==> src/rtl/synthPkg.sv <==
package synthPkg;

  // Strobes from the divider control to the datapath
  typedef struct packed {
    logic latchWord;
    logic start;
    logic wrap;
    logic step;
    logic stepSwallow;
  } divStrobe_t;

  // Counter status from the datapath back to the control
  typedef struct packed {
    logic mainIdle;
    logic mainLast;
    logic swallowLeft;
  } divStatus_t;

  typedef enum logic [1:0] {
    PD_IDLE = 2'd0,
    PD_UP   = 2'd1,
    PD_DOWN = 2'd2
  } pdState_t;

endpackage

==> src/rtl/synthDivCtrl.sv <==
module synthDivCtrl
  import synthPkg::*;
(
  input  logic       prescPulse,
  input  logic       wordLoad,
  input  divStatus_t status,
  output divStrobe_t strb
);

  always_comb begin
    strb.latchWord   = wordLoad;
    // an idle main counter reloads from the latched word every clock
    strb.start       = status.mainIdle;
    // the last prescaler period of a cycle ends it and reloads both counters
    strb.wrap        = prescPulse && !status.mainIdle && status.mainLast;
    strb.step        = prescPulse && !status.mainIdle && !status.mainLast;
    // the swallow counter only moves while it still has periods to swallow
    strb.stepSwallow = strb.step && status.swallowLeft;
  end

endmodule

==> src/rtl/synthDatapath.sv <==
module synthDatapath
  import synthPkg::*;
#(
  parameter int REF_DIV = 4096,
  parameter int MAIN_W  = 9,
  parameter int SWAL_W  = 5
) (
  input  logic                     clk,
  input  logic                     rstN,
  input  logic [MAIN_W+SWAL_W-1:0] wordIn,
  input  divStrobe_t               strb,
  output divStatus_t               status,
  output logic                     modSel,
  output logic                     badWord,
  output logic                     refTick,
  output logic                     divTick
);

  localparam int WORD_W = MAIN_W + SWAL_W;
  localparam int REF_W  = $clog2(REF_DIV);

  logic [WORD_W-1:0] wordReg;
  logic [MAIN_W-1:0] wordMain, mainCnt;
  logic [SWAL_W-1:0] wordSwal, swalCnt;
  logic [REF_W-1:0]  refCnt;

  assign wordMain = wordReg[WORD_W-1:SWAL_W];
  assign wordSwal = wordReg[SWAL_W-1:0];

  // fixed reference divider
  always_ff @(posedge clk) begin
    if (!rstN) begin
      refCnt  <= '0;
      refTick <= 1'b0;
    end else if (refCnt == REF_W'(REF_DIV - 1)) begin
      refCnt  <= '0;
      refTick <= 1'b1;
    end else begin
      refCnt  <= refCnt + 1'b1;
      refTick <= 1'b0;
    end
  end

  // word latch
  always_ff @(posedge clk) begin
    if (!rstN)               wordReg <= '0;
    else if (strb.latchWord) wordReg <= wordIn;
  end

  // main and swallow counters
  always_ff @(posedge clk) begin
    if (!rstN) begin
      mainCnt <= '0;
      swalCnt <= '0;
      divTick <= 1'b0;
    end else begin
      divTick <= strb.wrap;
      if (strb.start || strb.wrap) begin
        mainCnt <= wordMain;
        swalCnt <= wordSwal;
      end else if (strb.step) begin
        mainCnt <= mainCnt - 1'b1;
        if (strb.stepSwallow) swalCnt <= swalCnt - 1'b1;
      end
    end
  end

  always_comb begin
    status.mainIdle    = (mainCnt == '0);
    status.mainLast    = (mainCnt == MAIN_W'(1));
    status.swallowLeft = (swalCnt != '0);
  end

  assign modSel  = (swalCnt != '0);
  // invalid when more periods must be swallowed than the cycle holds
  assign badWord = int'(wordSwal) > int'(wordMain);

  // reference ticks are isolated single-clock pulses
  p_ref_single_r1: assert property (@(posedge clk) disable iff (!rstN)
    refTick |=> !refTick);

  // every divided tick follows a reload from the latched main count
  p_reload_on_tick_r4: assert property (@(posedge clk) disable iff (!rstN)
    divTick |-> (mainCnt == $past(wordMain)));

  // the divide-by-33 request only ends on a swallow step or a reload
  p_mod_drop_r3: assert property (@(posedge clk) disable iff (!rstN)
    $fell(modSel) |-> $past(strb.stepSwallow || strb.wrap || strb.start));

  // between prescaler pulses a running main count holds
  p_main_hold_r2: assert property (@(posedge clk) disable iff (!rstN)
    (!strb.step && !strb.wrap && !status.mainIdle) |=> $stable(mainCnt));

endmodule

==> src/rtl/synthPhaseLock.sv <==
module synthPhaseLock
  import synthPkg::*;
#(
  parameter int LOCK_TOL   = 8,
  parameter int LOCK_COUNT = 16
) (
  input  logic clk,
  input  logic rstN,
  input  logic refTick,
  input  logic divTick,
  output logic pdUp,
  output logic pdDown,
  output logic lock
);

  localparam int WID_W = $clog2(LOCK_TOL + 2);
  localparam int CNT_W = $clog2(LOCK_COUNT + 1);

  pdState_t         state, stateNext;
  logic             cmpDone, tooWide;
  logic [WID_W-1:0] widthCnt;
  logic [CNT_W-1:0] goodCnt;

  // three-state comparator
  always_comb begin
    stateNext = state;
    cmpDone   = 1'b0;
    unique case (state)
      PD_IDLE: begin
        if (refTick && divTick) cmpDone = 1'b1;
        else if (refTick)       stateNext = PD_UP;
        else if (divTick)       stateNext = PD_DOWN;
      end
      PD_UP: if (divTick) begin
        stateNext = PD_IDLE;
        cmpDone   = 1'b1;
      end
      PD_DOWN: if (refTick) begin
        stateNext = PD_IDLE;
        cmpDone   = 1'b1;
      end
      default: stateNext = PD_IDLE;
    endcase
  end

  always_ff @(posedge clk) begin
    if (!rstN) begin
      state    <= PD_IDLE;
      widthCnt <= '0;
    end else begin
      state <= stateNext;
      if (stateNext == PD_IDLE)             widthCnt <= '0;
      else if (state == PD_IDLE)            widthCnt <= WID_W'(1);
      else if (widthCnt != WID_W'(LOCK_TOL + 1)) widthCnt <= widthCnt + 1'b1;
    end
  end

  assign tooWide = (widthCnt > WID_W'(LOCK_TOL));

  // run of narrow comparisons
  always_ff @(posedge clk) begin
    if (!rstN) begin
      goodCnt <= '0;
      lock    <= 1'b0;
    end else if (tooWide) begin
      goodCnt <= '0;
      lock    <= 1'b0;
    end else if (cmpDone) begin
      if (goodCnt == CNT_W'(LOCK_COUNT - 1)) lock    <= 1'b1;
      else                                   goodCnt <= goodCnt + 1'b1;
    end
  end

  assign pdUp   = (state == PD_UP);
  assign pdDown = (state == PD_DOWN);

  p_up_from_ref_r6: assert property (@(posedge clk) disable iff (!rstN)
    $rose(pdUp) |-> $past(refTick));

  p_down_from_div_r6: assert property (@(posedge clk) disable iff (!rstN)
    $rose(pdDown) |-> $past(divTick));

  p_wide_unlocks_r7: assert property (@(posedge clk) disable iff (!rstN)
    tooWide |=> !lock);

  p_lock_on_compare_r7: assert property (@(posedge clk) disable iff (!rstN)
    $rose(lock) |-> $past(cmpDone));

endmodule

==> src/rtl/freqSynthCore.sv <==
module freqSynthCore
  import synthPkg::*;
#(
  parameter int REF_DIV    = 4096,
  parameter int MAIN_W     = 9,
  parameter int SWAL_W     = 5,
  parameter int LOCK_TOL   = 8,
  parameter int LOCK_COUNT = 16
) (
  input  logic                     clk,
  input  logic                     rstN,
  input  logic [MAIN_W+SWAL_W-1:0] freqWord,
  input  logic                     wordLoad,
  input  logic                     prescPulse,
  output logic                     modSel,
  output logic                     refTick,
  output logic                     divTick,
  output logic                     pdUp,
  output logic                     pdDown,
  output logic                     lock,
  output logic                     badWord
);

  divStrobe_t strb;
  divStatus_t status;

  synthDivCtrl uCtrl (
    .prescPulse (prescPulse),
    .wordLoad   (wordLoad),
    .status     (status),
    .strb       (strb)
  );

  synthDatapath #(
    .REF_DIV (REF_DIV),
    .MAIN_W  (MAIN_W),
    .SWAL_W  (SWAL_W)
  ) uPath (
    .clk     (clk),
    .rstN    (rstN),
    .wordIn  (freqWord),
    .strb    (strb),
    .status  (status),
    .modSel  (modSel),
    .badWord (badWord),
    .refTick (refTick),
    .divTick (divTick)
  );

  synthPhaseLock #(
    .LOCK_TOL   (LOCK_TOL),
    .LOCK_COUNT (LOCK_COUNT)
  ) uPd (
    .clk     (clk),
    .rstN    (rstN),
    .refTick (refTick),
    .divTick (divTick),
    .pdUp    (pdUp),
    .pdDown  (pdDown),
    .lock    (lock)
  );

endmodule

==> config.mk <==
export PLATFORM = sky130hd
export DESIGN_NAME = freqSynthCore
export DESIGN_NICKNAME = d
export VERILOG_FILES = /design/src/rtl/synthPkg.sv /design/src/rtl/synthDivCtrl.sv /design/src/rtl/synthDatapath.sv /design/src/rtl/synthPhaseLock.sv /design/src/rtl/freqSynthCore.sv
export SDC_FILE = /design/constraint.sdc
export NUM_CORES = 1
export LEC_CHECK = 0
export BUFFER_PORTS_ARGS = -buffer_cell sky130_fd_sc_hd__clkbuf_2
export CORE_AREA = 3 3 55 107
export DETAILED_ROUTE_END_ITERATION = 16
export DIE_AREA = 0 0 58 110
export HOLD_SLACK_MARGIN = 0.03
export PLACE_DENSITY = 0.73
export SLEW_MARGIN = 0
export SYNTH_ARGS = -nofsm -noshare
export SYNTH_HDL_FRONTEND = slang
export SYNTH_SLANG_ARGS = --single-unit
==> constraint.sdc <==
create_clock -name clk -period 1.99 [get_ports clk]
set_clock_uncertainty 0.15 [all_clocks]
set_input_delay 0.199 -clock clk [delete_from_list [all_inputs] [get_ports clk]]
set_output_delay 0.199 -clock clk [all_outputs]
set_load 0.01 [all_outputs]
Yosys cells after proc, flatten, opt, wreduce, memory -nomap -nowiden
Index checks and enable logic that the tools add are counted.

storage, ports and cells
  register bits after elaboration = 54
  word-level logic and storage cells = 66
  output and inout bits = 7

cells by class
  equality and inequality tests = 6
  bitwise operators = 2
  order comparisons = 2
  reduce and logical (&&, ||, !) cells = 22
  multiplexer cells = 18
  add/sub/neg operators = 5

operators by type and width
  cell                                                  number
  two-way mux 9 bit                                     2
  two-way mux 5 bit                                     3
  adder 12 x 1 -> 12 bit, second input constant         1
  == test 12 bit, second input constant                 1
  two-way mux 2 bit                                     5
  == test 9 x 1 -> 1 bit, second input constant         1
  greater-than comparator 5 x 9 -> 1 bit                1
  zero test 9 bit                                       1
  subtractor 9 x 1 -> 9 bit, second input constant      1
  two-way mux 1 bit                                     6
  one-hot mux 2 bit (3 select lines)                    1
  AND reduction 2 bit                                   3
  nonzero test 2 bit                                    3
  OR reduction 2 bit                                    3
  adder 5 x 1 -> 5 bit, second input constant           1
  == test 5 x 4 -> 1 bit, second input constant         1
  logical AND 1 bit                                     5
  nonzero test 5 bit                                    1
  subtractor 5 x 1 -> 5 bit, second input constant      1
  adder 4 x 1 -> 4 bit, second input constant           1
  greater-than comparator 4 bit, second input constant  1
  zero test 2 bit                                       2
  != test 4 bit, second input constant                  1
  one-hot mux 1 bit (3 select lines)                    1
  other kinds (6)                                       8

Depth between registers and ports, before layout
Gate-level depths: netlist of run 1.

  depth in word-level cells = 8
  depth in mapped cells = 8
  depth with buffers taken out = 6

Cells and area by module
A second synthesis of run 1 with hierarchy kept.

unflattened totals
  cell total of the unflattened synthesis = 298
  area, all modules = 2692.6 um^2

modules (own cells, without submodules)
  module          sequential area each (um^2)  area an instance (um^2)  cells each  times used
  synthDatapath   840.8                        1973.1                   223         1
  synthPhaseLock  240.2                        674.4                    70          1
  synthDivCtrl    0.0                          45.0                     5           1

Worst setup path before layout of run 1
No wires, ideal clock.

  path kind = register to register
  start = register uPath.mainCnt[4]
  end = register uPath.mainCnt[4]
  cell stages (with the launch flop) = 7
  arrival time = 1.735 ns
  path buffers = 2
  clock period less this slack = 2.009 ns
  setup slack = -0.019 ns
  setup time = 0.123 ns
  cell sequence = dfxtp_1 or4_4 or3_1 buf_6 buf_8 a21oi_1 o22ai_1

on the way
  cells in the longest elaborated chain, start to end = 6
  elaborated cells on any way between the ends = 12

ends and longest elaborated chain
  element                                                                            line                 source
  start: declaration                                                                 synthDatapath.sv:23  logic [MAIN_W-1:0] wordMain, mainCnt;
  start signal: assignment                                                           synthDatapath.sv:59  mainCnt <= wordMain;
  start signal: assignment                                                           synthDatapath.sv:62  mainCnt <= mainCnt - 1'b1;
  parallel branches: the longest is 6 deep, another holds subtractor 9 x 1 -> 9 bit  -

Parallel ways; which one is timed is not known. The select of a mux whose other input is x is not followed.
A chain may end at the register's enable or synchronous reset.

Final worst setup path of run 1
  start = register uPath.wordReg[1]
  end = output badWord

on the way
  cells in the longest elaborated chain, start to end = 1

ends and longest elaborated chain
  element                                 line                 source
  start: declaration                      synthDatapath.sv:22  logic [WORD_W-1:0] wordReg;
  start signal: assignment                synthDatapath.sv:47  else if (strb.latchWord) wordReg <= wordIn;
  greater-than comparator 5 x 9 -> 1 bit  synthDatapath.sv:76  assign badWord = int'(wordSwal) > int'(wordMain);
  end: declaration                        freqSynthCore.sv:21  output logic badWord

No other way between the ends.

==> results.yml, run 1 <==
route:
  routed_wl_mm: 6.06
  remaining_drc_errors: 0
  vias: 2337
  drt_iter0_markers: 78
  ant_nets: 0
  vias_per_cell: 5.52
  wire_per_inst_um: 14.3
  first_pass_iters: 4
floorplanning:
  io_pins: 25
  die_h_um: 110
  dieArea_mm2: 0.00638
  start_util_pct: 51.9
  core-area_mm2: 0.00518
  dieWidth_um: 58
  rows: 37
sta:
  fmax_mhz: 469
  setup-tns-final_ps: -204
  slew_headroom_pct: 59.7
  period_needed_ps: 2130
  hold_viol_final: 0
  worst_slew_pin_slew_ps: 604
  setup_violations: 2
  period_share_pct: 107
  finalWorstSetupSlack_ps: -143
  rsz0062_at_grt: "yes"
  holdWs_ps: 103
  maxSlewViolCount: 0
yosys:
  synth_flop_cell: "dfxtp_1"
  ys_seq_area_share_pct: 40.2
  syn_nets: 338
  yosys_warnings: 0
  syn_avg_cell_area_um2: 8.82
  syn-cell-area_mm2: 0.00269
  synth_edf_count: 0
  synthArstFlopShare_pct: 0
  synthCells: 305
  ys_ff_latch: 54
  synthDistinctLibCells: 50
finish:
  stdcell_count: 423
  fin_util_pct: 64.0
  areaGrowthSynthToFinish_pct: 23.4
  multi_input_area_mm2: 0.00152
  num_antenna_cells: 0
  layout-drive-gt1-share_pct: 21.9
  design_area_mm2: 0.00332
  fin_nets: 397
  num-fill-cells: 451
  seqCellArea_mm2: 0.00109
cts:
  clk_pin_slew_worst_paths_ps: 100
  clk_path_buf_depth: 2
  tritoncts: "yes"
  cts_sinks: 54
  htree_levels: 2
  root_buffer: "clkbuf_8"
  clkLatencyLatePin_ps: 300
  numCtsBuffers: 5
hold_path:
  worstHoldPathType: "in -> reg"
  hold_path_depth: 3
  hp-start: "rstN"
  whs_endpoint: "uPd.state[1]"
placement:
  pre_cts_ws_ps: 9.35
  place_inst: 399
  placed_area_mm2: 0.00300
  post-dp-hpwl_mm: 4.45
  io_buffers: 24
  place.gp.congestion: 0.830
critical_path:
  crit_fanout: 2
  reg2reg_depth: 6
  ff2ff_setup_slack_ps: -60
  worstSetupStartpointType: "register"
  path_class: "reg -> out"
  timing.rr.end: "uPd.goodCnt[3]"
  r2r-start: "uPd.goodCnt[0]"
  cp-end-kind: "output port"
  worstPathRequired_ps: 1640
  cp.arrival_ps: 1780
global_route:
  gr-usage-all-layers_pct: 20.5
  grt_pass1_vias: 2337
  grt.overflow.total: 0
  grt_pass1_wl_mm: 10.3
  grt_max_degree: 18
  grt_antenna_before_repair: 0
pwr:
  power_mw: 4.24
  ir_worst_vdd_uv: 920
  power.density_mw_per_mm2: 1280
  p_leak_nw: 1.42
outcome:
  violations: "setup timing"
  outcome: "finished with violations"
run:
  cap_viol_max_count: 0
sequential cells by signal, summed over array words and instances (netlist names):
| name | cells |
|---|---|
| uPath.divTick | 1 |
| uPath.mainCnt | 9 |
| uPath.refCnt | 12 |
| uPath.refTick | 1 |
| uPath.swalCnt | 5 |
| uPath.wordReg | 14 |
| uPd.goodCnt | 5 |
| uPd.lock | 1 |
| uPd.state | 2 |
| uPd.widthCnt | 4 |
logic make-up after synthesis:
kind of cell	share of synthesized area [%]
AOI/OAI and AO/OA	13.6
DFF	40.2
and+or+nand+nor	20.9
adders and majority gates	6.98
xor gates and xnor gates	5.21
buffers and inverters	4.88
muxes	8.23
cells in the mapped netlist (3+ instances only):
master / count / share of area, %
o21ai_0: 6 / 1.1
inv_1: 16 / 2.2
nand2_1: 19 / 2.7
xnor2_1: 9 / 2.9
xor2_1: 7 / 2.3
nor2_1: 45 / 6.3
o22ai_1: 5 / 1.2
dfxtp_1: 54 / 40
nor3_1: 8 / 1.5
or3_1: 3 / 0.70
nor2b_1: 4 / 0.93
a31oi_1: 4 / 0.93
nor4_1: 4 / 0.93
mux2i_1: 21 / 7.8
and3_1: 5 / 1.2
o21a_1: 5 / 1.4
nand3_1: 12 / 2.2
a21oi_1: 13 / 2.4
a211oi_1: 4 / 1.1
clkbuf_1: 10 / 1.4
ha_1: 15 / 7.0
placed cells by master, fill, tap and decap left out, types with 3 or more instances in the layout:
cell           netlist  routed
nor2b_1              4       4
dlygate4sd3_1        0      14
o21ai_0              6       5
mux2i_1             21      21
nor3_1               8       7
buf_4                0      26
nor2_1              45      45
a31oi_1              4       4
xor2_1               7       7
inv_1               16      13
and3_1               5       5
a211oi_1             4       4
o21a_1               5       5
xnor2_1              9       9
dfxtp_1             54      52
ha_1                15      12
nor4_1               4       3
nand2_1             19      19
a21oi_1             13      13
o22ai_1              5       5
inv_2                1       4
clkbuf_8             0       5
nand3_1             12      12
clkbuf_2             0      23
area by class of cell:
class                           count  area share (%)
Multi-Input combinational cell    221            45.7
Sequential cell                    54            32.7
Timing Repair Buffer               65            14.2
Clock buffer                        6            2.19
Tap cell                           58            2.19
Inverter                           17            1.92
Clock inverter                      2            1.13
critical path, cell delays in order (launching register included):
cell,delay (ps)
dfxtp_4,370
ha_4,240
nor2b_1,120
o21a_1,160
o21a_1,170
o31a_1,270
buf_2,150
worst max path at each step:
stage / start / end / slack, ps / depth (start not counted)
2_1_floorplan: uPath.mainCnt[5] / uPath.mainCnt[4] / 20 / 6
3_3_place_gp: uPath.swalCnt[0] / uPath.swalCnt[1] / 60 / 5
3_5_place_dp: uPath.swalCnt[0] / uPath.swalCnt[1] / 9 / 5
4_1_cts: uPath.wordReg[6] / badWord / -160 / 7
5_1_grt: uPath.wordReg[1] / badWord / -170 / 6
6_report: uPath.wordReg[1] / badWord / -140 / 6
per-layer routing:
layer	vias up	GRT usage (%)	wire length, um
li1	1197	-	-
met1	1085	21.8	2300
met2	43	38.9	3440
met3	12	3.03	189
met4	0	8.29	131
met5	-	0	0
power breakdown:
part | internal [mW] | total [mW] | switching (mW) | leakage, nW
registers | 1.23 | 1.34 | 0.114 | 0.442
logic | 1.10 | 2.17 | 1.07 | 0.926
clock network | 0.376 | 0.725 | 0.349 | 0.0514
total | 2.70 | 4.24 | 1.54 | 1.42
what timing repair did:
action,in CTS,in global routing
buffers inserted,1,1
hold endpoints to repair,14,0
pin swaps,1,2
hold buffers,14,0
setup endpoints to repair,3,10
gates resized for setup,5,13
(Power assumes the default switching activity.)
==> run 2: changes to the inputs <==
- GPL_TIMING_DRIVEN: default -> 0
==> results.yml, run 2 (synthesis results as in run 1) <==
cts:
  clk_path_buf_depth: 2
  tritoncts: "yes"
  cts_sinks: 54
  numCtsBuffers: 5
  root_buffer: "clkbuf_8"
  htree_levels: 2
  clkLatencyLatePin_ps: 330
  clk_pin_slew_worst_paths_ps: 100
finish:
  reg.largest.list: "uPath.wordReg (14), uPath.refCnt (12), uPath.mainCnt (9)"
  multi_input_area_mm2: 0.00161
  seqCellArea_mm2: 0.00109
  stdcell_count: 415
  layout-drive-gt1-share_pct: 22.4
  layout_common_cells: "dfxtp_1 (47), nor2_1 (44), clkbuf_2 (23)"
  fin_nets: 389
  largest_reg_flops: 14
  regMostFlops: "uPath.wordReg"
  fin_util_pct: 64.3
  num-fill-cells: 446
  num_antenna_cells: 0
  areaGrowthSynthToFinish_pct: 23.9
  final_common_cell: "dfxtp_1"
sta:
  worst_slew_pin_slew_ps: 799
  rsz0062_at_grt: "yes"
  setup_violations: 2
  period_needed_ps: 2130
  period_share_pct: 107
  maxSlewViolCount: 0
  finalWorstSetupSlack_ps: -142
  hold_viol_final: 0
  setup-tns-final_ps: -151
  slew_headroom_pct: 46.7
  fmax_mhz: 469
hold_path:
  worstHoldPathType: "in -> reg"
floorplanning:
  die_h_um: 110
  rows: 37
  dieWidth_um: 58
  io_pins: 25
  start_util_pct: 51.9
  core-area_mm2: 0.00518
  dieArea_mm2: 0.00638
critical_path:
  cp_slowest_stage_delay_ps: 390
  critical_path.slowest_cell: "dfxtp_2"
  worstPathRequired_ps: 1640
  cpMostUsedCell: "o21a_1"
  cp.arrival_ps: 1780
  cp-end-kind: "output port"
  crit_buf_inv: 1
  path_class: "reg -> out"
  crit_fanout: 3
  cp_cell_sequence: "ha_4 > nor2b_1 > o21a_1 > o21a_1 > o31a_1 > clkbuf_2"
  critPathTopFamily: "compound AO/OA/AOI/OAI gates"
  worstSetupStartpointType: "register"
global_route:
  grt_pass1_wl_mm: 10.8
  grt.overflow.total: 0
  grt_antenna_before_repair: 0
  grt_max_degree: 19
  gr-usage-all-layers_pct: 22.5
  grt_pass1_vias: 2426
run:
  cap_viol_max_count: 0
outcome:
  violations: "setup timing"
  outcome: "finished with violations"
route:
  ant_nets: 0
  vias: 2368
  vias_per_cell: 5.71
  first_pass_iters: 4
  remaining_drc_errors: 0
  wire_per_inst_um: 15.7
  drt_iter0_markers: 75
  routed_wl_mm: 6.50
placement:
  io_buffers: 23
  place_inst: 386
  place.gp.congestion: 0.942
  pre_cts_ws_ps: -112
  post-dp-hpwl_mm: 4.50
pwr:
  ir_worst_vdd_uv: 1100
  power_mw: 4.40
  power.density_mw_per_mm2: 1320
  p_leak_nw: 1.36
==> run 2: worst paths after layout <==
| kind | slack [ps] | cells after the start | startpoint | end |
|---|---|---|---|---|
| max | -140 | 6 | uPath.wordReg[1] | badWord |
| min | 70 | 3 | rstN | uPd.state[1] |
| max reg2reg | -10 | 5 | uPath.mainCnt[5] | uPath.mainCnt[1] |
| min reg2reg | 300 | 1 | uPath.refCnt[0] | uPath.refCnt[0] |
==> run 2: layout make-up <==
type,instances,area share (%)
plain buffers,11,1.58
inverters,17,1.91
multi-input cells,221,48.2
flip-flops and latches,54,32.8
clock buffers,5,2.06
well taps,58,2.18
repair buffers,46,10.5
clock inverters,3,0.788
==> run 2: power by group <==
| group | switching [mW] | internal [mW] |
|---|---|---|
| Sequential | 0.191 | 1.24 |
| Combinational | 1.14 | 1.18 |
| Clock | 0.386 | 0.255 |
==> run 2: worst min-delay path, stage by stage <==
cell and delay, ps:
clkbuf_2 80, or3b_2 190, nor2_1 40
==> run 2: per-layer routing <==
metal  share of wire (%)  GRT usage, %  vias up
met4                 5.8          16.9        0
li1                    -             -     1175
met3                 3.0          3.73       25
met2                  56          42.8       49
met5                   0             0        -
met1                  35          20.3     1119
==> run 2: repair_timing <==
item                                    CTS  global route
hold buffers                             14             0
endpoints found under the setup margin   18            15
endpoints found under the hold margin    14             0
resized for setup                        29            12
buffers inserted                          6             3
gates cloned                              1             0
pin swaps                                 6             5
==> run 2: stage by stage <==
step	hold WS [ps]	area [um2]
after floorplan	196	2690
after global placement	274	2880
after global routing	109	3330
final	69.4	3330
after detailed placement	286	2880
after CTS	65.3	3300
==> run 3: changes to the inputs <==
- SETUP_SLACK_MARGIN: default -> 0.3
==> results.yml, run 3 (synthesis results as in run 1) <==
sta:
  finalWorstSetupSlack_ps: -85.3
  worst_slew_pin_slew_ps: 747
  hold_viol_final: 0
  rsz0062_at_grt: "yes"
  period_needed_ps: 2080
  slew_headroom_pct: 49.9
  setup-tns-final_ps: -436
  maxSlewViolCount: 0
  period_share_pct: 104
  setup_violations: 8
  fmax_mhz: 482
route:
  routed_wl_mm: 7.20
  wire_per_inst_um: 16.7
  remaining_drc_errors: 0
  vias_per_cell: 5.73
  vias: 2475
  first_pass_iters: 4
  drt_iter0_markers: 160
  ant_nets: 0
floorplanning:
  core-area_mm2: 0.00518
  dieArea_mm2: 0.00638
  die_h_um: 110
  start_util_pct: 51.9
  dieWidth_um: 58
  rows: 37
  io_pins: 25
finish:
  regMostFlops: "uPath.wordReg"
  fin_nets: 406
  largest_reg_flops: 14
  layout-drive-gt1-share_pct: 34.2
  final_common_cell: "nor2_1"
  design_area_mm2: 0.00372
  num_antenna_cells: 0
  areaGrowthSynthToFinish_pct: 38.4
  layout_common_cells: "nor2_1 (42), dfxtp_1 (41), clkbuf_2 (23)"
  reg.largest.list: "uPath.wordReg (14), uPath.refCnt (12), uPath.mainCnt (9)"
outcome:
  violations: "setup timing"
  outcome: "finished with violations"
critical_path:
  critPathTopFamily: "compound AO/OA/AOI/OAI gates"
  ff2ff_setup_slack_ps: -60
  timing.rr.end: "uPath.mainCnt[7]"
  reg2reg_depth: 5
  cp_cell_sequence: "inv_2 > ha_4 > nor2b_4 > o21a_1 > o21a_1 > o31a_1 > buf_2"
  cp.arrival_ps: 1730
  worstPathRequired_ps: 1640
  path_class: "reg -> out"
  worstSetupStartpointType: "register"
  r2r-start: "uPath.mainCnt[5]"
  crit_fanout: 2
  cp_slowest_stage_delay_ps: 350
  cpMostUsedCell: "o21a_1"
  cp-end-kind: "output port"
  crit_buf_inv: 2
  critical_path.slowest_cell: "dfxtp_2"
cts:
  clkLatencyLatePin_ps: 320
  numCtsBuffers: 5
  root_buffer: "clkbuf_8"
  clk_pin_slew_worst_paths_ps: 100
  clk_path_buf_depth: 2
  cts_sinks: 54
  htree_levels: 2
  tritoncts: "yes"
global_route:
  met3_usage_pct: 3.73
  grt.overflow.total: 0
  gr-usage-all-layers_pct: 22.9
  grt_use_met1_pct: 22.8
  grt_antenna_before_repair: 0
  grt_pass1_wl_mm: 11.2
  grt.met2_usage_pct: 43.0
  grt_pass1_vias: 2461
  grt_max_degree: 17
  grt_busiest_layer: "met2"
hold_path:
  worstHoldPathType: "in -> reg"
  whs_endpoint: "uPd.state[1]"
  hp-start: "rstN"
  hold_path_depth: 3
pwr:
  ir_worst_vdd_uv: 1050
  p_leak_nw: 1.51
  power.density_mw_per_mm2: 1450
placement:
  io_buffers: 23
  place.gp.congestion: 0.891
  post-dp-hpwl_mm: 4.30
  placed_area_mm2: 0.00294
run:
  cap_viol_max_count: 0
-- run 3: cell count changes in the layout (fill, tap and decap cells not counted), moves of 4 or more --
cell	previous run	this run
dfxtp_2	6	10
a21oi_1	10	6
buf_4	6	18
dfxtp_1	47	41
buf_6	1	7
-- run 3: power breakdown --
part / internal [mW] / switching (mW) / total [mW] / leakage, nW
Combinational: 1.67 / 1.51 / 3.18 / 1.00
Clock: 0.371 / 0.371 / 0.742 / 0.0579
Sequential: 1.26 / 0.209 / 1.47 / 0.447
-- run 3: layout make-up --
class | instances | area (um2)
Timing Repair Buffer | 61 | 484
Inverter | 17 | 66.3
Clock inverter | 3 | 40.0
Sequential cell | 54 | 1100
Multi-Input combinational cell | 221 | 1790
Buffer | 13 | 93.8
Clock buffer | 5 | 68.8
Tap cell | 58 | 72.6
Fill cell | 386 | 1460
-- run 3: metal layers --
layer | share of wire (%) | vias to the layer above
met3 | 4.0 | 26
met2 | 56 | 72
met5 | 0 | -
met1 | 36 | 1156
li1 | - | 1221
met4 | 3.8 | 0
-- run 3: worst max-delay path by stage --
stage,startpoint,to,depth (start not counted)
2_1_floorplan,uPath.mainCnt[7],uPath.mainCnt[5],6
3_3_place_gp,uPath.mainCnt[7],uPath.mainCnt[5],6
3_5_place_dp,uPath.mainCnt[7],uPath.mainCnt[5],6
4_1_cts,uPath.wordReg[6],badWord,7
5_1_grt,uPath.wordReg[6],badWord,7
6_report,uPath.wordReg[6],badWord,7
-- run 3: timing repair --
| item | 4_1_cts | 5_1_grt |
|---|---|---|
| gates resized for setup | 54 | 28 |
| buffers inserted | 15 | 8 |
| pin swaps | 12 | 7 |
| hold buffers | 14 | 0 |
| cloned | 1 | 0 |
| endpoints found under the hold margin | 14 | 0 |
| setup endpoints to repair | 35 | 32 |
-- run 3: worst min-delay path: cells and delay by family --
family                 cells  cell delay [ps]
AND/OR/NAND/NOR            2              270
buffers and inverters      1               80
-- run 3: metrics by stage --
stage	instances	hold WS, ps	total power [mW]	setup slack [ps]	util (%)
2_1_floorplan	305	196	2.86	87.8	-
3_3_place_gp	386	273	3.20	-7.25	56.8
3_5_place_dp	386	289	3.25	-21.5	56.8
4_1_cts	424	87.4	4.84	-78.6	68.5
5_1_grt	432	127	5.62	-132	71.8
6_report	432	113	5.39	-85.3	71.8
